--- src/rtl/hbr_pkg.sv ---
// Package: word indices, opcodes and status codes shared by the register block.
package hbr_pkg;
    localparam logic [31:0] W_CMD     = 32'd0;
    localparam logic [31:0] W_ARG     = 32'd1;
    localparam logic [31:0] W_STATUS  = 32'd2;
    localparam logic [31:0] W_TOPO    = 32'd3;
    localparam logic [31:0] W_ADDR_LO = 32'd4;
    localparam logic [31:0] W_ADDR_HI = 32'd5;
    localparam logic [31:0] W_SIZE    = 32'd6;
    localparam logic [31:0] W_MW_CNT  = 32'd7;
    localparam logic [31:0] W_MW1_OFS = 32'd8;
    localparam logic [31:0] W_SP_OFS  = 32'd9;
    localparam logic [31:0] W_SP_CNT  = 32'd10;
    localparam logic [31:0] W_DB_SZ   = 32'd11;
    localparam logic [31:0] W_DB_BASE = 32'd12;

    localparam logic [31:0] OP_DOORBELL = 32'd1;
    localparam logic [31:0] OP_WINDOW   = 32'd2;
    localparam logic [31:0] OP_LINK     = 32'd3;

    localparam logic [31:0] TOPO_UP   = 32'd1;
    localparam logic [31:0] TOPO_DOWN = 32'd2;

    typedef enum logic [1:0] {
        ST_NONE = 2'd0,
        ST_OK   = 2'd1,
        ST_ERR  = 2'd2
    } cmd_status_e;
endpackage

--- src/rtl/hbr_host_port.sv ---
// Module: one host's config region.
// Holds the writable words, runs one command in the cycle after it is
// written, and keeps the doorbell and window settings that commands produce.
// Assumes one access per cycle and NUM_MW >= 2.
module hbr_host_port
    import hbr_pkg::*;
#(
    parameter int          NUM_MW         = 4,
    parameter int          DB_MAX         = 32,
    parameter int          DB_ENTRY_BYTES = 4,
    parameter int          SPAD_COUNT     = 8,
    parameter int          AW             = 6,
    parameter int          DBW            = 6,
    parameter logic [31:0] TOPO           = 32'd1
) (
    input  logic                        clk,
    input  logic                        rst_n,
    input  logic                        wr,
    input  logic [AW-1:0]               addr,
    input  logic [31:0]                 wdata,
    output logic [31:0]                 rdata,
    output logic                        busy,
    output logic                        link_req,
    output logic [DBW-1:0]              db_count,
    output logic                        db_msix,
    output logic [NUM_MW-1:0]           mw_valid,
    output logic [NUM_MW-1:0][63:0]     mw_addr,
    output logic [NUM_MW-1:0][31:0]     mw_size
);
    localparam int          IDXW      = $clog2(NUM_MW);
    localparam logic [31:0] MW1_OFS   = 32'(DB_MAX * DB_ENTRY_BYTES);
    localparam logic [31:0] SP_OFS    = 32'((12 + DB_MAX) * 4);
    localparam logic [31:0] DB_END    = W_DB_BASE + 32'(DB_MAX);

    logic [31:0]  cmd_q, arg_q, alo_q, ahi_q, size_q;
    cmd_status_e  status_q, result;
    logic         do_db, do_mw, do_link;
    logic [31:0]  widx, db_entry;

    assign widx = 32'(addr);
    assign busy = (cmd_q != 32'd0);

    // Decode the pending command and judge whether its arguments are legal.
    always_comb begin
        result  = ST_ERR;
        do_db   = 1'b0;
        do_mw   = 1'b0;
        do_link = 1'b0;
        case (cmd_q)
            OP_DOORBELL: if (arg_q[15:0] <= 16'(DB_MAX)) begin
                result = ST_OK;
                do_db  = 1'b1;
            end
            OP_WINDOW: if (arg_q < 32'(NUM_MW)) begin
                result = ST_OK;
                do_mw  = 1'b1;
            end
            OP_LINK: begin
                result  = ST_OK;
                do_link = 1'b1;
            end
            default: result = ST_ERR;
        endcase
    end

    // Accept a command, run it the next cycle, and record its status.
    always_ff @(posedge clk) begin
        if (!rst_n) begin
            cmd_q    <= '0;
            status_q <= ST_NONE;
        end else if (busy) begin
            cmd_q    <= '0;
            status_q <= result;
        end else if (wr && widx == W_CMD && wdata != 32'd0) begin
            cmd_q    <= wdata;
            status_q <= ST_NONE;
        end
    end

    // Store the writable staging words.
    always_ff @(posedge clk) begin
        if (!rst_n) begin
            arg_q  <= '0;
            alo_q  <= '0;
            ahi_q  <= '0;
            size_q <= '0;
        end else if (wr) begin
            if (widx == W_ARG)     arg_q  <= wdata;
            if (widx == W_ADDR_LO) alo_q  <= wdata;
            if (widx == W_ADDR_HI) ahi_q  <= wdata;
            if (widx == W_SIZE)    size_q <= wdata;
        end
    end

    // Latch doorbell settings and the binding request on success.
    always_ff @(posedge clk) begin
        if (!rst_n) begin
            db_count <= '0;
            db_msix  <= 1'b0;
            link_req <= 1'b0;
        end else begin
            if (busy && do_db) begin
                db_count <= DBW'(arg_q[15:0]);
                db_msix  <= arg_q[16];
            end
            if (busy && do_link) link_req <= arg_q[0];
        end
    end

    // One settings slot per memory window.
    for (genvar w = 0; w < NUM_MW; w++) begin : g_win
        // Capture target and length when this window is addressed.
        always_ff @(posedge clk) begin
            if (!rst_n) begin
                mw_valid[w] <= 1'b0;
                mw_addr[w]  <= '0;
                mw_size[w]  <= '0;
            end else if (busy && do_mw && arg_q[IDXW-1:0] == IDXW'(w)) begin
                mw_valid[w] <= 1'b1;
                mw_addr[w]  <= {ahi_q, alo_q};
                mw_size[w]  <= size_q;
            end
        end
    end

    // Value of the doorbell data word currently addressed.
    always_comb begin
        db_entry = widx - W_DB_BASE;
        if (db_entry < 32'(db_count)) db_entry = db_entry + 32'd1;
        else                          db_entry = 32'd0;
    end

    // Read multiplexer over the config region.
    always_comb begin
        case (widx)
            W_CMD:     rdata = cmd_q;
            W_ARG:     rdata = arg_q;
            W_STATUS:  rdata = 32'(status_q);
            W_TOPO:    rdata = TOPO;
            W_ADDR_LO: rdata = alo_q;
            W_ADDR_HI: rdata = ahi_q;
            W_SIZE:    rdata = size_q;
            W_MW_CNT:  rdata = 32'(NUM_MW);
            W_MW1_OFS: rdata = MW1_OFS;
            W_SP_OFS:  rdata = SP_OFS;
            W_SP_CNT:  rdata = 32'(SPAD_COUNT);
            W_DB_SZ:   rdata = 32'(DB_ENTRY_BYTES);
            default:   rdata = (widx >= W_DB_BASE && widx < DB_END) ? db_entry : 32'd0;
        endcase
    end
endmodule

--- src/rtl/hbr_link_join.sv ---
// Module: joins the two hosts' binding requests.
// Emits one registered pulse on both host outputs when both requests first
// stand together. Assumes the requests are registered.
module hbr_link_join (
    input  logic       clk,
    input  logic       rst_n,
    input  logic [1:0] req,
    output logic [1:0] evt
);
    logic both_q;

    // Edge-detect the joint request and pulse both hosts.
    always_ff @(posedge clk) begin
        if (!rst_n) begin
            both_q <= 1'b0;
            evt    <= 2'b00;
        end else begin
            both_q <= &req;
            evt    <= {2{(&req) & ~both_q}};
        end
    end
endmodule

--- src/rtl/dual_host_cmd_regs.sv ---
// Module: top of the dual-host bridge command register block.
// Instantiates one config region per host: host 0 is the upstream side,
// host 1 the downstream side. Also instantiates the link-up joiner.
// Assumes each host issues at most one access per cycle.
module dual_host_cmd_regs #(
    parameter int NUM_MW         = 4,
    parameter int DB_MAX         = 32,
    parameter int DB_ENTRY_BYTES = 4,
    parameter int SPAD_COUNT     = 8,
    parameter int AW             = 6,
    parameter int DBW            = $clog2(DB_MAX + 1)
) (
    input  logic                                clk,
    input  logic                                rst_n,
    input  logic [1:0]                          bus_wr,
    input  logic [1:0][AW-1:0]                  bus_addr,
    input  logic [1:0][31:0]                    bus_wdata,
    output logic [1:0][31:0]                    bus_rdata,
    output logic [1:0]                          link_up_evt,
    output logic [1:0][DBW-1:0]                 db_count,
    output logic [1:0]                          db_msix,
    output logic [1:0][NUM_MW-1:0]              mw_valid,
    output logic [1:0][NUM_MW-1:0][63:0]        mw_addr,
    output logic [1:0][NUM_MW-1:0][31:0]        mw_size
);
    logic [1:0] busy;
    logic [1:0] link_req;

    for (genvar h = 0; h < 2; h++) begin : g_host
        hbr_host_port #(
            .NUM_MW(NUM_MW), .DB_MAX(DB_MAX), .DB_ENTRY_BYTES(DB_ENTRY_BYTES),
            .SPAD_COUNT(SPAD_COUNT), .AW(AW), .DBW(DBW),
            .TOPO((h == 0) ? hbr_pkg::TOPO_UP : hbr_pkg::TOPO_DOWN)
        ) u_port (
            .clk(clk), .rst_n(rst_n),
            .wr(bus_wr[h]), .addr(bus_addr[h]), .wdata(bus_wdata[h]),
            .rdata(bus_rdata[h]), .busy(busy[h]), .link_req(link_req[h]),
            .db_count(db_count[h]), .db_msix(db_msix[h]),
            .mw_valid(mw_valid[h]), .mw_addr(mw_addr[h]), .mw_size(mw_size[h])
        );
    end

    hbr_link_join u_join (
        .clk(clk), .rst_n(rst_n), .req(link_req), .evt(link_up_evt)
    );
endmodule

--- config.mk ---
export PLATFORM = sky130hd
export DESIGN_NAME = dual_host_cmd_regs
export DESIGN_NICKNAME = d
export VERILOG_FILES = /design/src/rtl/hbr_pkg.sv /design/src/rtl/hbr_host_port.sv /design/src/rtl/hbr_link_join.sv /design/src/rtl/dual_host_cmd_regs.sv
export SDC_FILE = /design/constraint.sdc
export NUM_CORES = 2
export LEC_CHECK = 0
export ABC_AREA = 1
export ABC_CLOCK_PERIOD_IN_PS = 3300
export BUFFER_PORTS_ARGS = -buffer_cell sky130_fd_sc_hd__buf_4
export CORE_MARGIN = 2
export CORE_UTILIZATION = 35
export DETAILED_ROUTE_END_ITERATION = 7
export GPL_ROUTABILITY_DRIVEN = 0
export GPL_TIMING_DRIVEN = 0
export PLACE_DENSITY = 0.65
export SKIP_CTS_REPAIR_TIMING = 1
export SLEW_MARGIN = 40
export SYNTH_ARGS = -nofsm -noshare
export SYNTH_HDL_FRONTEND = slang
export SYNTH_SLANG_ARGS = --single-unit
--- constraint.sdc ---
create_clock -name clk -period 3.3 [get_ports clk]
set_clock_uncertainty 0.05 [all_clocks]
set_input_delay 0.165 -clock clk [delete_from_list [all_inputs] [get_ports clk]]
set_output_delay 0.165 -clock clk [all_outputs]
set_load 0.02 [all_outputs]
==> impl_metrics.prom <==
# TYPE chip_impl_metric gauge
chip_impl_info{name="run_status",value="finished with violations"} 1
chip_impl_info{name="failed_checks",value="DRC, setup timing"} 1
chip_impl_metric{name="drc_errors",unit=""} 4
chip_impl_metric{name="die_y",unit="µm"} 378
chip_impl_info{name="endpoint_kind",value="flop"} 1
chip_impl_metric{name="synth_enable_flop_cells",unit=""} 0
chip_impl_metric{name="grt_use_total",unit=""} 0.315
chip_impl_metric{name="power.density",unit="nW/µm²"} 460
chip_impl_metric{name="cts_inserted_buffers",unit=""} 119
chip_impl_metric{name="layout-drive-gt1-share",unit=""} 0.153
chip_impl_metric{name="synth.ff_latch_count",unit=""} 1118
chip_impl_metric{name="yosysSeqAreaShare",unit=""} 0.458
chip_impl_metric{name="synth_xor_area_frac",unit=""} 0.000716
chip_impl_info{name="synth.cells.most_frequent",value="nand2_1 (1670), inv_1 (1586), nor2_1 (1140)"} 1
chip_impl_metric{name="synth.top_cell.area_share",unit=""} 0.458
chip_impl_metric{name="fin_crit",unit="ps"} 3320
chip_impl_metric{name="layout_worst_path_cycle_share",unit=""} 1.01
chip_impl_metric{name="hold_viol_final",unit=""} 0
chip_impl_metric{name="synth-async-reset-ratio",unit=""} 0
chip_impl_info{name="worst_setup_path_start_kind",value="flop"} 1
chip_impl_metric{name="floorplan_die_area",unit="µm²"} 143000
chip_impl_info{name="timing_worst_setup_path_type",value="flop to flop"} 1
chip_impl_metric{name="mappedNetlistArea",unit="µm²"} 48900
chip_impl_metric{name="wl_per_cell",unit="µm"} 22.4
chip_impl_metric{name="max-slew-margin-rel",unit=""} 0.379
chip_impl_metric{name="stdcell_area",unit="µm²"} 63100
chip_impl_metric{name="mappedNetlistNets",unit=""} 7507
chip_impl_metric{name="route.vias.total",unit=""} 51300
chip_impl_metric{name="slew_viol_final",unit=""} 0
chip_impl_metric{name="cp_data_arrival_time",unit="ps"} 3880
chip_impl_metric{name="placed_cells_incl_taps",unit=""} 10200
chip_impl_metric{name="drt_pass1_iterations",unit=""} 8
chip_impl_metric{name="placeableCoreArea",unit="µm²"} 139000
chip_impl_metric{name="worstMarginPinSlew",unit="ps"} 925
chip_impl_metric{name="numClockSinks",unit=""} 1118
chip_impl_metric{name="postSynthCellCount",unit=""} 7385
chip_impl_metric{name="synthesis.yosys.warnings",unit=""} 0
chip_impl_metric{name="detailed_place.area",unit="µm²"} 58400
chip_impl_metric{name="synth_compound_area_frac",unit=""} 0.121
chip_impl_metric{name="clock_insertion_delay_worst_skew",unit="ps"} 780
chip_impl_metric{name="clock.fmax",unit="MHz"} 301
chip_impl_metric{name="max-vdd-ir-drop",unit="V"} 0.000433
chip_impl_metric{name="finish.cell_count_without_fillers",unit=""} 10500
chip_impl_info{name="dominantRegCellSynth",value="dfxtp_1"} 1
chip_impl_metric{name="grt_start_max_net_pins",unit=""} 18
chip_impl_info{name="rsz0062_at_grt",value="false"} 1
chip_impl_metric{name="grt_pass1_vias",unit=""} 47400
chip_impl_metric{name="clockBufferDepth",unit=""} 3
chip_impl_info{name="synth.top_cells.by_area",value="dfxtp_1 (46%), nand2_1 (13%), inv_1 (12%)"} 1
chip_impl_metric{name="global_route.overflow_total",unit=""} 0
chip_impl_metric{name="number_of_nets_in_the_final_layout",unit=""} 8634
chip_impl_metric{name="totalWireLength",unit="mm"} 235
chip_impl_metric{name="max_cap_violations",unit=""} 0
chip_impl_info{name="clock-root-buffer",value="clkbuf_16"} 1
chip_impl_metric{name="initial_utilization",unit=""} 0.352
chip_impl_info{name="worstHoldPathType",value="primary input to flop"} 1
chip_impl_metric{name="die_x",unit="µm"} 378
chip_impl_metric{name="power.static_leakage",unit="nW"} 30.8
chip_impl_metric{name="report.final.setup_viol",unit=""} 1
chip_impl_metric{name="grt_antenna_before_repair",unit=""} 16
chip_impl_metric{name="setup_ws",unit="ps"} -17.7
chip_impl_metric{name="cts.htree.levels",unit=""} 3
chip_impl_metric{name="timing.critical_path.required",unit="ps"} 3860
chip_impl_metric{name="synth_mux_area_frac",unit=""} 0
chip_impl_metric{name="area_delta_synth_final",unit="%"} 29.0
chip_impl_info{name="post-synth-top-area-cell",value="dfxtp_1"} 1
chip_impl_metric{name="postSynthAreaPerCell",unit="µm²"} 6.62
chip_impl_metric{name="synth_simple_gate_area_frac",unit=""} 0.247
chip_impl_metric{name="cts.clk_slew.worst_paths",unit="ps"} 60
chip_impl_metric{name="worst_path_fanout_max",unit=""} 10
chip_impl_metric{name="top_level_ports",unit=""} 936
chip_impl_info{name="yosysMostFrequentCell",value="nand2_1"} 1
chip_impl_metric{name="drt_first_iter_violations",unit=""} 5448
chip_impl_metric{name="route.detailed.vias_per_inst",unit=""} 4.89
chip_impl_metric{name="place.port_buffers",unit=""} 932
chip_impl_metric{name="rows",unit=""} 137
chip_impl_metric{name="yosys.cell_types.count",unit=""} 41
chip_impl_metric{name="final.setup.tns",unit="ps"} -17.7
chip_impl_metric{name="grt_first_pass_wirelength",unit="mm"} 325
chip_impl_info{name="tritoncts_clock_tree",value="built"} 1
chip_impl_metric{name="layout.core_utilization",unit=""} 0.454
chip_impl_metric{name="dpl.hpwl",unit="mm"} 181
chip_impl_metric{name="drtAntennaViolNets",unit=""} 0
chip_impl_info{name="synth_top_family_by_area",value="simple AND/OR/NAND/NOR gates"} 1
chip_impl_metric{name="post_synth_fa_ha_maj_area_fraction",unit=""} 0.0107
final timing paths:
path              slack [ps]                                         to                                    from  cells past startpoint
setup / recovery         -20  g_host[0].u_port.mw_size[39]$_SDFFE_PN0P_  g_host[0].u_port.cmd_q[2]$_SDFFE_PP0P_                     10
hold / removal           130     g_host[1].u_port.alo_q[1]$_SDFFE_PN0P_                               bus_wr[1]                      4
setup reg to reg         -20  g_host[0].u_port.mw_size[39]$_SDFFE_PN0P_  g_host[0].u_port.cmd_q[2]$_SDFFE_PP0P_                     10
hold reg to reg          360                   u_join.evt[0]$_SDFF_PN0_                u_join.both_q$_SDFF_PN0_                      1
critical path: stages (launching register included):
cell and delay [ps]:
dfxtp_1 320, nor2_1 140, nand3_1 200, inv_1 190, nand4_1 160, nor2_4 190, nand3_2 180, buf_2 340
clkbuf_1 420, o21ai_1 850, nor2_1 80
registers in the layout (all words and copies together) (netlist names):
signal / cells
g_host.u_port.cmd_q: 64
u_join.evt: 1
g_host.u_port.link_req: 2
g_host.u_port.status_q: 4
g_host.u_port.mw_addr: 512
g_host.u_port.db_count: 12
g_host.u_port.size_q: 64
g_host.u_port.mw_valid: 8
g_host.u_port.arg_q: 64
g_host.u_port.db_msix: 2
g_host.u_port.ahi_q: 64
g_host.u_port.alo_q: 64
u_join.both_q: 1
g_host.u_port.mw_size: 256
metal layers:
| metal | up-vias | global-route usage | wire, µm |
|---|---|---|---|
| met5 | - | 0 | 56 |
| met4 | 8 | 0.254 | 22400 |
| met3 | 939 | 0.107 | 27700 |
| met2 | 2961 | 0.518 | 106000 |
| met1 | 23100 | 0.328 | 78800 |
| li1 | 24300 | - | - |
cells in the final DEF (no fill, tap or decap), drive strengths merged, types with 2 or more instances in the layout:
master / count
inv: 1597
dfxtp: 1118
nand4: 20
nand3: 125
o221ai: 7
a21oi: 341
nor2: 1146
nor3: 114
xnor2: 2
clkinvlp: 8
a221oi: 5
clkbuf: 435
o211ai: 5
ha: 42
o21bai: 3
bufinv: 6
diode: 12
buf: 1095
a211oi: 40
o21ai: 612
dlygate4sd3: 64
o21a: 2
clkinv: 23
o22ai: 105
nand3b: 4
xor2: 2
or2: 6
nand2: 1675
per-stage QoR:
step / hold WS (ps) / setup slack (ps) / power (mW)
floorplan: 250 / 680 / 14.6
global route: 142 / 30.5 / 29.8
global placement: 333 / -136 / 15.4
CTS: -339 / -388 / 29.0
detailed placement: 350 / 176 / 15.4
finish: 134 / -17.7 / 29.0
logic make-up after synthesis:
kind of cell / Yosys count
AO/OA/AOI/OAI: 1123
buffers and inverters: 2005
adder cells (fa/ha/maj): 42
flip-flops: 1118
XOR/XNOR: 4
AND/OR/NAND/NOR: 3093
where the power goes:
group	internal (mW)	switching, mW	leakage [nW]
Combinational	0.476	1.19	19.8
Clock	7.78	5.99	1.92
Sequential	13.5	0.0540	9.00
Total	21.8	7.24	30.8
cell type report:
class,instances,area [µm²]
multi-input combinational,4262,18600
timing repair buffer,1006,7790
tap,1876,2350
sequential,1118,22400
inverter,1598,6000
buffer,407,1980
fill,14200,75900
antenna,12,30.0
clock buffer,181,3500
clock inverter,36,457
(Power assumes the default switching activity.)
